==> src/rtl/pimb_pkg.sv <==
package pimb_pkg;

  // Which plane regions a sector sits in: right half, top half, Q1/Q3 pair.
  typedef struct packed {
    logic right;
    logic top;
    logic diag;
  } region_t;

  function automatic region_t regions_of(int sector, int nbits);
    region_t r;
    int quad;
    quad   = sector >> (nbits - 2);
    r.right = (quad == 0) || (quad == 3);
    r.top   = (quad < 2);
    r.diag  = (quad == 0) || (quad == 2);
    return r;
  endfunction

  function automatic int clamp_len(int sel, int lo, int hi);
    if (sel < lo) return lo;
    if (sel > hi) return hi;
    return sel;
  endfunction

endpackage

==> src/rtl/pimb_decode.sv <==
module pimb_decode
  import pimb_pkg::*;
#(
  parameter int NB = 4,
  localparam int W = 1 << (NB - 1),
  localparam int S = 1 << NB
) (
  input  logic          clk,
  input  logic          rst_n,
  input  logic [W-1:0]  word,
  output logic          ok,
  output logic [NB-1:0] sector,
  output region_t       regs
);

  // Circular thermometer pattern of sector k.
  function automatic logic [W-1:0] pattern_of(int k);
    logic [W-1:0] p;
    for (int j = 0; j < W; j++) begin
      if (k < W) p[j] = (j <= k);
      else       p[j] = (j > k - W);
    end
    return p;
  endfunction

  logic [S-1:0] hit;

  genvar gk;
  generate
    for (gk = 0; gk < S; gk++) begin : g_match
      assign hit[gk] = (word == pattern_of(gk));
    end
  endgenerate

  always_comb begin
    ok     = 1'b0;
    sector = '0;
    for (int k = 0; k < S; k++) begin
      if (hit[k]) begin
        ok     = 1'b1;
        sector = NB'(k);
      end
    end
  end

  assign regs = regions_of(int'(sector), NB);

  // the decoded sector agrees with the number of set sign bits.
  a_r1_sector: assert property (@(posedge clk) disable iff (!rst_n)
    ok |-> (word[0] ? (int'(sector) == $countones(word) - 1)
                    : (int'(sector) == S - 1 - $countones(word))));

  // a word with set bits that are not contiguous is never accepted.
  a_r2_bubble: assert property (@(posedge clk) disable iff (!rst_n)
    (word == W'(5)) |-> !ok);

endmodule

==> src/rtl/pimb_window.sv <==
module pimb_window
  import pimb_pkg::*;
#(
  parameter int MIN_LOG2 = 8,
  parameter int MAX_LOG2 = 16,
  localparam int CW = MAX_LOG2 + 1,
  localparam int SW = $clog2(MAX_LOG2 + 1)
) (
  input  logic          clk,
  input  logic          rst_n,
  input  logic          clr,
  input  logic          take,
  input  logic          bubble,
  input  logic [SW-1:0] win_sel,
  output logic          fin,
  output logic [SW-1:0] len_now,
  output logic [CW-1:0] res_bubbles
);

  logic [CW-1:0] cnt;
  logic [CW-1:0] bub;
  logic [CW-1:0] last;
  logic [CW-1:0] bub_n;
  logic [SW-1:0] len_sel;

  assign last    = (CW'(1) << len_now) - CW'(1);
  assign fin     = take && !clr && (cnt == last);
  assign bub_n   = bub + CW'(bubble && take);
  assign len_sel = SW'(clamp_len(int'(win_sel), MIN_LOG2, MAX_LOG2));

  always_ff @(posedge clk or negedge rst_n) begin
    if (!rst_n) begin
      cnt         <= '0;
      bub         <= '0;
      len_now     <= SW'(MIN_LOG2);
      res_bubbles <= '0;
    end else if (clr) begin
      cnt     <= '0;
      bub     <= '0;
      len_now <= len_sel;
    end else if (fin) begin
      cnt         <= '0;
      bub         <= '0;
      res_bubbles <= bub_n;
      len_now     <= len_sel;
    end else if (take) begin
      cnt <= cnt + CW'(1);
      bub <= bub_n;
    end
  end

  // the sample count never passes the end of the window in use.
  a_r6_cnt_limit: assert property (@(posedge clk) disable iff (!rst_n)
    cnt <= last);

  // the length in use always lies inside the allowed range.
  a_r6_len_range: assert property (@(posedge clk) disable iff (!rst_n)
    (int'(len_now) >= MIN_LOG2) && (int'(len_now) <= MAX_LOG2));

  // a clear leaves the window empty.
  a_r9_clr_restart: assert property (@(posedge clk) disable iff (!rst_n)
    clr |=> (cnt == '0) && (bub == '0));

endmodule

==> src/rtl/pimb_accum.sv <==
module pimb_accum #(
  parameter int AW = 18,
  parameter int CW = 17
) (
  input  logic                 clk,
  input  logic                 rst_n,
  input  logic                 clr,
  input  logic                 step,
  input  logic                 up,
  input  logic                 fin,
  input  logic [CW-1:0]        thr,
  output logic signed [AW-1:0] total,
  output logic                 flag
);

  function automatic logic [AW-1:0] mag(logic signed [AW-1:0] v);
    return v[AW-1] ? AW'(-v) : AW'(v);
  endfunction

  logic signed [AW-1:0] acc;
  logic signed [AW-1:0] delta;
  logic signed [AW-1:0] acc_n;

  assign delta = step ? (up ? AW'(1) : {AW{1'b1}}) : '0;
  assign acc_n = acc + delta;

  always_ff @(posedge clk or negedge rst_n) begin
    if (!rst_n) begin
      acc   <= '0;
      total <= '0;
      flag  <= 1'b0;
    end else if (clr) begin
      acc <= '0;
    end else if (fin) begin
      total <= acc_n;
      flag  <= (mag(acc_n) > AW'(thr));
      acc   <= '0;
    end else begin
      acc <= acc_n;
    end
  end

  // the running sum moves by at most one count per cycle.
  a_r3_unit_step: assert property (@(posedge clk) disable iff (!rst_n)
    (!clr && !fin) |=> (mag(acc - $past(acc)) <= AW'(1)));

endmodule

==> src/rtl/phase_imbal_det.sv <==
module phase_imbal_det
  import pimb_pkg::*;
#(
  parameter int NB       = 4,
  parameter int MIN_LOG2 = 8,
  parameter int MAX_LOG2 = 16,
  localparam int W  = 1 << (NB - 1),
  localparam int CW = MAX_LOG2 + 1,
  localparam int AW = CW + 1,
  localparam int SW = $clog2(MAX_LOG2 + 1)
) (
  input  logic                 clk,
  input  logic                 rst_n,
  input  logic                 clr,
  input  logic [SW-1:0]        win_sel,
  input  logic [CW-1:0]        thr,
  input  logic                 in_valid,
  input  logic [W-1:0]         in_word,
  output logic                 res_valid,
  output logic signed [AW-1:0] imb_i,
  output logic signed [AW-1:0] imb_q,
  output logic signed [AW-1:0] imb_g,
  output logic                 flag_i,
  output logic                 flag_q,
  output logic                 flag_g,
  output logic [CW-1:0]        res_bubbles
);

  function automatic int mag_of(logic signed [AW-1:0] v);
    return v[AW-1] ? -int'(v) : int'(v);
  endfunction

  // Named internal events, brought out for the assertions.
  logic          code_ok;
  logic [NB-1:0] code_sector;
  region_t       code_regs;
  logic          win_end;
  logic [SW-1:0] win_len;
  logic          sample_step;

  pimb_decode #(.NB(NB)) u_dec (
    .clk    (clk),
    .rst_n  (rst_n),
    .word   (in_word),
    .ok     (code_ok),
    .sector (code_sector),
    .regs   (code_regs)
  );

  pimb_window #(.MIN_LOG2(MIN_LOG2), .MAX_LOG2(MAX_LOG2)) u_win (
    .clk         (clk),
    .rst_n       (rst_n),
    .clr         (clr),
    .take        (in_valid),
    .bubble      (!code_ok),
    .win_sel     (win_sel),
    .fin         (win_end),
    .len_now     (win_len),
    .res_bubbles (res_bubbles)
  );

  assign sample_step = in_valid && code_ok && !clr;

  logic [2:0]           dir_up;
  logic signed [AW-1:0] totals [3];
  logic [2:0]           flags;

  assign dir_up = {code_regs.diag, code_regs.top, code_regs.right};

  genvar ga;
  generate
    for (ga = 0; ga < 3; ga++) begin : g_acc
      pimb_accum #(.AW(AW), .CW(CW)) u_acc (
        .clk   (clk),
        .rst_n (rst_n),
        .clr   (clr),
        .step  (sample_step),
        .up    (dir_up[ga]),
        .fin   (win_end),
        .thr   (thr),
        .total (totals[ga]),
        .flag  (flags[ga])
      );
    end
  endgenerate

  assign imb_i  = totals[0];
  assign imb_q  = totals[1];
  assign imb_g  = totals[2];
  assign flag_i = flags[0];
  assign flag_q = flags[1];
  assign flag_g = flags[2];

  always_ff @(posedge clk or negedge rst_n) begin
    if (!rst_n) res_valid <= 1'b0;
    else        res_valid <= win_end;
  end

  // the result strobe lasts one cycle.
  a_r6_pulse: assert property (@(posedge clk) disable iff (!rst_n)
    res_valid |=> !res_valid);

  // all three imbalances come from the same number of good samples, so they share parity.
  a_r3_parity: assert property (@(posedge clk) disable iff (!rst_n)
    res_valid |-> ((imb_i[0] == imb_q[0]) && (imb_q[0] == imb_g[0])));

  // good samples plus bubbles never exceed the length of the window just closed.
  a_r2_bound: assert property (@(posedge clk) disable iff (!rst_n)
    res_valid |-> (mag_of(imb_i) + int'(res_bubbles) <= (1 << $past(win_len))));

  // a flag is set only if its imbalance is nonzero.
  a_r10_flag_nonzero: assert property (@(posedge clk) disable iff (!rst_n)
    flag_g |-> (imb_g != '0));

endmodule

==> config.mk <==
export PLATFORM = sky130hd
export DESIGN_NAME = phase_imbal_det
export DESIGN_NICKNAME = d
export VERILOG_FILES = /design/src/rtl/pimb_pkg.sv /design/src/rtl/pimb_decode.sv /design/src/rtl/pimb_window.sv /design/src/rtl/pimb_accum.sv /design/src/rtl/phase_imbal_det.sv
export SDC_FILE = /design/constraint.sdc
export NUM_CORES = 1
export LEC_CHECK = 0
export BUFFER_PORTS_ARGS = -buffer_cell sky130_fd_sc_hd__buf_2
export CORE_UTILIZATION = 62
export CTS_BUF_LIST = sky130_fd_sc_hd__clkbuf_2
export DETAILED_ROUTE_END_ITERATION = 10
export PLACE_DENSITY_LB_ADDON = 0.2
export SYNTH_ARGS = -nofsm -noshare
export SYNTH_HDL_FRONTEND = slang
export SYNTH_SLANG_ARGS = --single-unit
export TNS_END_PERCENT = 100
==> constraint.sdc <==
create_clock -name clk -period 10.2 [get_ports clk]
set_input_delay 1.02 -clock clk [delete_from_list [all_inputs] [get_ports clk]]
set_output_delay 1.02 -clock clk [all_outputs]
set_load 0.03 [all_outputs]
==> metrics.cfg, run 1 <==
[synth]
netlist.top_cell.by_area = dfrtp_1
synthTopCellsByCount = dfrtp_1, nand2_1, nor2_1
yosysWarnings = 0
syn_nets = 1508
synth-seq-area-share_pct = 35.35
synth.avg_cell_area_sq_um = 8.735
synth_seq_cells = 168
netlist_area_sq_mm = 0.01190
yosys.area.top_type_share_pct = 35.13
yosys.cell_types.count = 83
synth_edf_count = 0
synth_cells = 1362
async_flop_share_pct = 100.0
synth.most_common_cell = dfrtp_1
synth_area_leaders = dfrtp_1, ha_1, xnor2_1
synth_ff_type = dfrtp_1

[critical_path]
start_kind = input port
crit_path_end = g_acc[0].u_acc.flag
cpPeakStageDelay_ns = 0.57
r2r_slack_ns = 5.10
reg2reg_from = u_win.len_now[1]
startpoint = in_word[1]
critPathMaxFanout = 19
critPathArrivalTime_ns = 7.42
r2r_cells = 13
setup.worst_path.class = in2reg
end_kind = flip-flop
worstReg2RegEnd = u_win.len_now[1]
crit_slowest_cell = o221ai_1
worstPathRequired_ns = 10.88
worstPathCellList = buf_2, or2_2, or4_1, o221ai_1, inv_1, ha_1, a21oi_1, o21ai_0, o211a_1, o41a_1, o31ai_1, o211ai_2, nor2_1, xnor2_1, ha_1, a21o_1, a21o_1, a21oi_1, nor2_1, a2111oi_0, a21oi_1, mux2i_1, o31ai_1
cp_common_cell = a21oi_1

[timing]
final.setup_skew_ns = 0.03176
finalSetupViolations = 0
hold_viol_final = 0
period_minus_slack_ns = 6.743
tightest_slew_ns = 1.049
min_period_over_period_pct = 66.11
setup_slack_ns = 3.457
tns_ns = 0
relSlewSlack_pct = 30.06
max_freq_mhz = 148.3
rsz0062_at_grt = false
slew_viol_final = 0

[route]
wire_per_inst_um = 16.53
drc = 0
met3_length_um = 1292
met2WireLength_um = 12810
totalWireLength_um = 28090
drt_iter0_drc = 731
first_pass_iters = 6
vias = 10200
top_layer = met4
via_per_inst = 6.001
met1Wirelength_um = 13230
ant_nets = 0

[clock_network]
cts.repair.resized = 0
clock_latency_ns = 0.82
cts-root-buf = clkbuf_2
cts_tree = yes
clk_pin_slew_ns = 0.25
cts.path.max_buffers = 2
numCtsBuffers = 17
htree_levels = 4
holdBufCountCts = 0
cts_sinks = 168
cts_setup_buffers = 0

[grt]
grt_pass1_vias = 9307
globalRouteOverflowTotal = 0
groute.usage.overall_pct = 29.53
grt_max_degree = 107
antenna_found_initial = 1
grt_pass1_wl_um = 46510

[place]
gp_congestion = 0.8822
placedCellCount = 1663
pre_cts_slack_ns = 2.710
place_hpwl_um = 20500
portBuffers = 108

[layout]
nets = 1594
layout-drive-gt1-share_pct = 12.59
fin_util_pct = 67.89
stdcell_count = 1699
areaGrowthSynthToFinish_pct = 7.110

[hold_path]
min_path_type = in2async

[run_status]
status = finished, final reports clean

[pwr]
powerDensity_mw_per_mm2 = 95.43
p_leak_nw = 6.327
ir_drop_uv = 59.05

[floorplan]
start_util_pct = 63.39
die_x_um = 140.5
row_count = 50
fp.dieH_um = 140.5
core_area_sq_mm = 0.01877
die-area_sq_mm = 0.01975
ioPinCount = 109

[flow_run]
cap_violations = 0

## where the power goes
group	total, mW	switching, mW	leakage (nW)	internal, mW
combinational	0.199	0.126	3.88	0.0723
sequential	0.684	0.00876	2.34	0.675
clock	0.333	0.266	0.108	0.0675
## flip-flops by register name (all words and copies together) (netlist names)
name,cells
u_win.res_bubbles,17
g_acc.u_acc.acc,54
u_win.cnt,17
g_acc.u_acc.flag,3
u_win.len_now,5
res_valid,1
u_win.bub,17
g_acc.u_acc.total,54
## cells in the final DEF, fill, tap and decap left out, types with 23 or more instances in the layout
cell type / instances
xnor2_1: 82
nand3_1: 37
a21o_1: 28
a21oi_1: 81
ha_1: 109
inv_1: 46
buf_2: 107
nand2_1: 162
nor2_1: 138
dfrtp_1: 167
nor3_1: 23
xor2_1: 41
o21ai_1: 36
o21ai_0: 84
## routing by layer
metal,up-vias,GRT usage (%)
li1,5025,-
met1,4869,41.88
met2,252,45.55
met3,50,4.410
met4,0,11.67
met5,-,0
## metrics by stage
step,hold WS (ns),power (mW),cell area [sq um]
6_report,0.2198,1.216,12740
4_1_cts,0.2712,1.224,12730
5_1_grt,0.2771,1.277,12740
3_5_place_dp,0.4522,0.8902,12530
2_1_floorplan,0.4713,0.8311,11900
3_3_place_gp,0.4484,0.8855,12530
## cell type report
class,count,area [sq um]
clock inverter,15,118.9
inverter,46,172.7
tap,234,292.8
multi-input combinational,1099,7251
sequential,168,4205
antenna,4,10.01
timing repair buffer,116,606.8
fill,1552,6026
clock buffer,17,85.08
## cells by family after synthesis
| logic type | share of synthesized area, % |
|---|---|
| adders and majority gates | 11.97 |
| buffers and inverters | 3.734 |
| AOI/OAI and AO/OA | 18.66 |
| xor gates and xnor gates | 9.056 |
| muxes | 0.2629 |
| and+or+nand+nor | 20.97 |
| DFF | 35.35 |
## critical path: cells and delay by family
kind                     cells  cell delay [ns]
AO/OA/AOI/OAI               13             3.59
AND/OR/NAND/NOR              4             1.03
adder cells (fa/ha/maj)      2             0.82
buffers and inverters        2             0.64
XOR/XNOR                     1             0.15
multiplexers                 1             0.15
## worst min path at each step
| stage | startpoint | to | slack (ns) | cells past startpoint |
|---|---|---|---|---|
| CTS | win_sel[4] | u_win.len_now[3] | 0.27 | 2 |
| global placement | g_acc[1].u_acc.total[17] | g_acc[1].u_acc.total[17] | 0.45 | 2 |
| floorplan | u_win.bub[16] | u_win.bub[16] | 0.47 | 1 |
| detailed placement | u_win.res_bubbles[1] | u_win.res_bubbles[1] | 0.45 | 2 |
| finish | rst_n | g_acc[0].u_acc.total[9] | 0.22 | 1 |
| global route | win_sel[4] | u_win.len_now[3] | 0.28 | 2 |
No activity file was read; power rests on OpenSTA's default activity.
==> inputs of run 2 (changes only) <==
clock period = 6.6 ns   (was 10.2 ns; I/O delays follow)
==> run 2 against run 1 <==
  * Utilization increased by 0.95 points
  * Largest cell class unchanged
  * First-iteration DRC count up 3.0%
  * Sequential cell count unchanged
  * Combinational power is 61% higher
  * Worst hold slack lost 0.14 ns
  * Die area unchanged
  * Worst setup slack got worse by 2.7 ns
  * Sequential power up 55%
  * Non-clock buffer count is 28 higher
  * Via count grew 0.98%
  * Register-to-register slack got worse by 3.4 ns
  * Cell area is 1.4% higher
==> metrics.cfg, run 2 (synthesis gave the netlist of run 1 again) <==
[critical_path]
critPathArrivalTime_ns = 6.53
critPathMaxFanout = 4
r2r_cells = 12
setup.worst_path.class = in2reg
crit_path_end = g_acc[2].u_acc.flag
end_kind = flip-flop
worstPathRequired_ns = 7.26
worstReg2RegEnd = g_acc[2].u_acc.acc[4]
start_kind = input port
startpoint = in_word[1]
reg2reg_from = u_win.len_now[1]
r2r_slack_ns = 1.70

[pwr]
power_mw = 1.861
p_int_mw = 1.288
pwr-share-seq_pct = 56.8
ir_drop_uv = 111.2
combinationalPowerShare_pct = 17.3
pwr-share-clk_pct = 26.0
p_leak_nw = 6.455
power.share.switching_pct = 30.77
switching_power_uw = 572.7
powerDensity_mw_per_mm2 = 144.0

[place]
place_hpwl_um = 21600
dpl_cell_area_sq_mm = 0.01272
portBuffers = 108
gp_congestion = 0.8971

[layout]
reg_top3 = g_acc.u_acc.acc (54), g_acc.u_acc.total (54)
final_cell_area_sq_mm = 0.01292
fin_util_pct = 68.85
layout-drive-gt1-share_pct = 13.87
mostFrequentLayoutCell = dfrtp_1
areaGrowthSynthToFinish_pct = 8.613
nets = 1622
final_cell_mix = dfrtp_1, nand2_1, nor2_1

[route]
drc = 0
via_per_inst = 5.986
first_pass_iters = 6
drt_iter0_drc = 753
vias = 10300
ant_nets = 0
wire_per_inst_um = 16.61
totalWireLength_um = 28570

[clock_network]
cts_tree = yes
cts.repair.resized = 0
cts_sinks = 168
numCtsBuffers = 17
cts_setup_buffers = 0
htree_levels = 4
cts-root-buf = clkbuf_2
clock_latency_ns = 0.78
clk_pin_slew_ns = 0.24
cts.path.max_buffers = 2
holdBufCountCts = 2

[timing]
tightest_slew_ns = 0.9492
tns_ns = 0
max_freq_mhz = 170.6
finalSetupViolations = 0
period_minus_slack_ns = 5.863
min_period_over_period_pct = 88.84
rsz0062_at_grt = false
hold_viol_final = 0
relSlewSlack_pct = 36.72
slew_viol_final = 0
final.setup_skew_ns = 0.04158

[grt]
grt_pass1_wl_um = 47130
antenna_found_initial = 1
groute.usage.overall_pct = 29.94
grt_pass1_vias = 9464
globalRouteOverflowTotal = 0
grt_max_degree = 100

[floorplan]
row_count = 50
die-area_sq_mm = 0.01975
fp.dieH_um = 140.5
core_area_sq_mm = 0.01877
die_x_um = 140.5
start_util_pct = 63.39
ioPinCount = 109

[run_status]
status = finished, final reports clean

[hold_path]
worstHoldPathCells = 3
min_path_type = in2reg

[flow_run]
cap_violations = 0

-- run 2: through the flow --
stage	instances	worst slack, ns	hold WS (ns)
floorplan	1362	0.3653	0.3644
global placement	1689	0.09976	0.4496
CTS	1719	0.8195	0.03733
global route	1720	0.2636	0.03363
finish	1720	0.7368	0.07894
detailed placement	1689	0.01368	0.4504
-- run 2: worst max-delay path, cell delays in order --
cell,delay [ns]
buf_2,0.12
or2_2,0.30
or4_1,0.42
nor2_1,0.16
nor2_1,0.07
o21a_1,0.14
nor2_1,0.26
ha_1,0.28
inv_1,0.07
fa_1,0.39
nand2b_1,0.18
a21oi_1,0.29
nor4_1,0.08
a311oi_1,0.40
nand4b_1,0.23
nor4bb_1,0.58
a21oi_1,0.17
xnor2_1,0.16
ha_1,0.30
a21o_1,0.16
a21o_1,0.16
a21oi_1,0.21
o2111ai_1,0.13
a31oi_1,0.17
o21ai_0,0.09
and3_1,0.16
a21oi_1,0.12
o21ai_1,0.08
-- run 2: routing by layer --
metal  global-route usage (%)  vias to the layer above  share of wire (%)
met5                        0                        -                  0
met4                    7.666                        0                1.8
met3                    4.513                       45                5.4
met2                    49.03                      277                 47
met1                    41.70                     4912                 46
li1                         -                     5062                  -
-- run 2: worst min path at each step --
stage	from	endpoint	slack (ns)
after floorplan	rst_n	g_acc[0].u_acc.acc[0]	0.36
after global placement	g_acc[1].u_acc.total[3]	g_acc[1].u_acc.total[3]	0.45
after detailed placement	g_acc[1].u_acc.total[17]	g_acc[1].u_acc.total[17]	0.45
after CTS	win_sel[2]	u_win.len_now[2]	0.04
after global routing	win_sel[0]	u_win.len_now[0]	0.03
final	win_sel[2]	u_win.len_now[2]	0.08
-- run 2: power by group through the flow --
| stage | combinational [mW] | sequential [mW] | clock, mW |
|---|---|---|---|
| floorplan | 0.219 | 1.07 | 0 |
| global placement | 0.307 | 1.07 | 0 |
| detailed placement | 0.315 | 1.07 | 0 |
| CTS | 0.319 | 1.06 | 0.497 |
| global route | 0.359 | 1.06 | 0.532 |
| finish | 0.321 | 1.06 | 0.483 |
-- run 2: cell type report --
class,count,area [sq um]
Antenna cell,1,2.502
Clock buffer,18,90.09
Clock inverter,10,85.08
Fill cell,1541,5847
Inverter,46,172.7
Multi-Input combinational cell,1099,7251
Sequential cell,168,4205
Tap cell,234,292.8
Timing Repair Buffer,144,822.0
==> inputs of run 3 (changes only) <==
CELL_PAD_IN_SITES_DETAIL_PLACEMENT = 1   (was unset)
CELL_PAD_IN_SITES_GLOBAL_PLACEMENT = 1   (was unset)
CORE_UTILIZATION = 48   (was 62)
==> run 3 against run 2 <==
  * Critical path depth did not move
  * Cell count rose by 6.5%
  * Worst hold slack improved by 0.00068 ns
  * Total power rose by 4.1%
  * Critical endpoint unchanged
  * Largest cell class unchanged
  * Largest power group unchanged
==> metrics.cfg, run 3 (synthesis gave the netlist of run 1 again) <==
[run_status]
status = finished, final reports clean

[route]
met3_length_um = 1140
drt_iter0_drc = 512
vias = 10590
met2WireLength_um = 16570
totalWireLength_um = 34070
first_pass_iters = 5
drc = 0
wire_per_inst_um = 18.61
ant_nets = 0
top_layer = met4
met1Wirelength_um = 15630
via_per_inst = 5.785

[critical_path]
critPathMaxFanout = 4
cp_common_cell = a21oi_1
critPathArrivalTime_ns = 6.91
reg2reg_from = u_win.len_now[1]
crit_slowest_cell = nor4bb_1
end_kind = flip-flop
startpoint = in_word[1]
r2r_slack_ns = 1.52
r2r_cells = 13
worstPathRequired_ns = 7.26
crit_path_end = g_acc[2].u_acc.flag
setup.worst_path.class = in2reg
cpPeakStageDelay_ns = 0.63
worstReg2RegEnd = u_win.len_now[2]
start_kind = input port

[grt]
grt_max_degree = 99
groute.usage.overall_pct = 27.48
globalRouteOverflowTotal = 0
grt_pass1_wl_um = 56010
antenna_found_initial = 1
grt_pass1_vias = 10890

[clock_network]
cts.repair.resized = 0
cts.path.max_buffers = 2
clk_pin_slew_ns = 0.27
holdBufCountCts = 4
htree_levels = 4
cts_sinks = 168
cts_tree = yes
cts-root-buf = clkbuf_2
numCtsBuffers = 17
cts_setup_buffers = 0
clock_latency_ns = 0.80

[floorplan]
core_area_sq_mm = 0.02432
fp.dieH_um = 159.4
die_x_um = 159.4
die-area_sq_mm = 0.02542
ioPinCount = 109
row_count = 57
start_util_pct = 48.92

[layout]
final_cell_mix = dfrtp_1, nand2_1, nor2_1
multi_input_area_sq_mm = 0.007251
stdcell_count = 1831
seq_area_sq_mm = 0.004205
fillers = 2974
areaGrowthSynthToFinish_pct = 10.98
reg_top3 = g_acc.u_acc.acc (54), g_acc.u_acc.total (54)
mostFrequentLayoutCell = dfrtp_1
nets = 1639
layout-drive-gt1-share_pct = 14.94

[pwr]
p_int_mw = 1.304
combinationalPowerShare_pct = 17.2
switching_power_uw = 633.7
pwr-share-clk_pct = 28.2
powerDensity_mw_per_mm2 = 146.8
ir_drop_uv = 104.7
p_leak_nw = 6.559
power.share.switching_pct = 32.70
pwr-share-seq_pct = 54.6

[timing]
rsz0062_at_grt = false
min_period_over_period_pct = 94.69
max_freq_mhz = 160.0
hold_viol_final = 0
relSlewSlack_pct = 35.19
setup_slack_ns = 0.3502
tns_ns = 0
final.setup_skew_ns = 0.05907
slew_viol_final = 0
period_minus_slack_ns = 6.250
tightest_slew_ns = 0.9686
finalSetupViolations = 0

[hold_path]
min_path_type = in2reg

[place]
pre_cts_slack_ns = -0.3118
place_hpwl_um = 25910
placedCellCount = 1794
portBuffers = 108
gp_congestion = 0.8937

[flow_run]
cap_violations = 0

## run 3: power groups by stage
stage | Combinational (mW) | Sequential, mW | Clock, mW
2_1_floorplan | 0.219 | 1.07 | 0
3_3_place_gp | 0.316 | 1.07 | 0
3_5_place_dp | 0.328 | 1.07 | 0
4_1_cts | 0.332 | 1.06 | 0.568
5_1_grt | 0.370 | 1.06 | 0.596
6_report | 0.333 | 1.06 | 0.547
## run 3: cell type report
class | count | area share, %
clock inverters | 15 | 0.9572
flip-flops and latches | 168 | 31.85
multi-input cells | 1099 | 54.92
inverters | 46 | 1.308
clock buffers | 17 | 0.6444
repair buffers | 161 | 7.231
diodes | 1 | 0.01895
well taps | 324 | 3.071
## run 3: how the worst min path moves through the flow
stage | startpoint | end | slack (ns) | cells after the start
final | win_sel[2] | u_win.len_now[2] | 0.08 | 3
after global routing | win_sel[2] | u_win.len_now[2] | 0.01 | 3
after CTS | win_sel[2] | u_win.len_now[2] | 0.03 | 3
after detailed placement | u_win.res_bubbles[0] | u_win.res_bubbles[0] | 0.46 | 2
after global placement | g_acc[1].u_acc.total[4] | g_acc[1].u_acc.total[4] | 0.45 | 2
after floorplan | rst_n | g_acc[0].u_acc.acc[0] | 0.36 | 0
## run 3: routing by layer
layer	vias up	track usage (%)
met5	-	0
met4	0	8.173
met3	57	4.298
met2	209	46.41
met1	5212	36.25
li1	5114	-
## run 3: through the flow
step,instance area (sq um),total power [mW],utilization [%],hold WS (ns)
6_report,13200,1.938,54.29,0.07963
4_1_cts,13200,1.958,54.28,0.02790
3_5_place_dp,12950,1.402,53.24,0.4582
2_1_floorplan,11900,1.284,-,0.3644
3_3_place_gp,12950,1.391,53.24,0.4493
5_1_grt,13200,2.027,54.29,0.01161
## run 3: critical path: cells and delay by family
kind            cells  cell delay [ns]
simple gates       10             2.72
xor+xnor            1             0.16
fa+ha+maj           3             0.98
compound gates     12             2.22
buf+inv             2             0.18
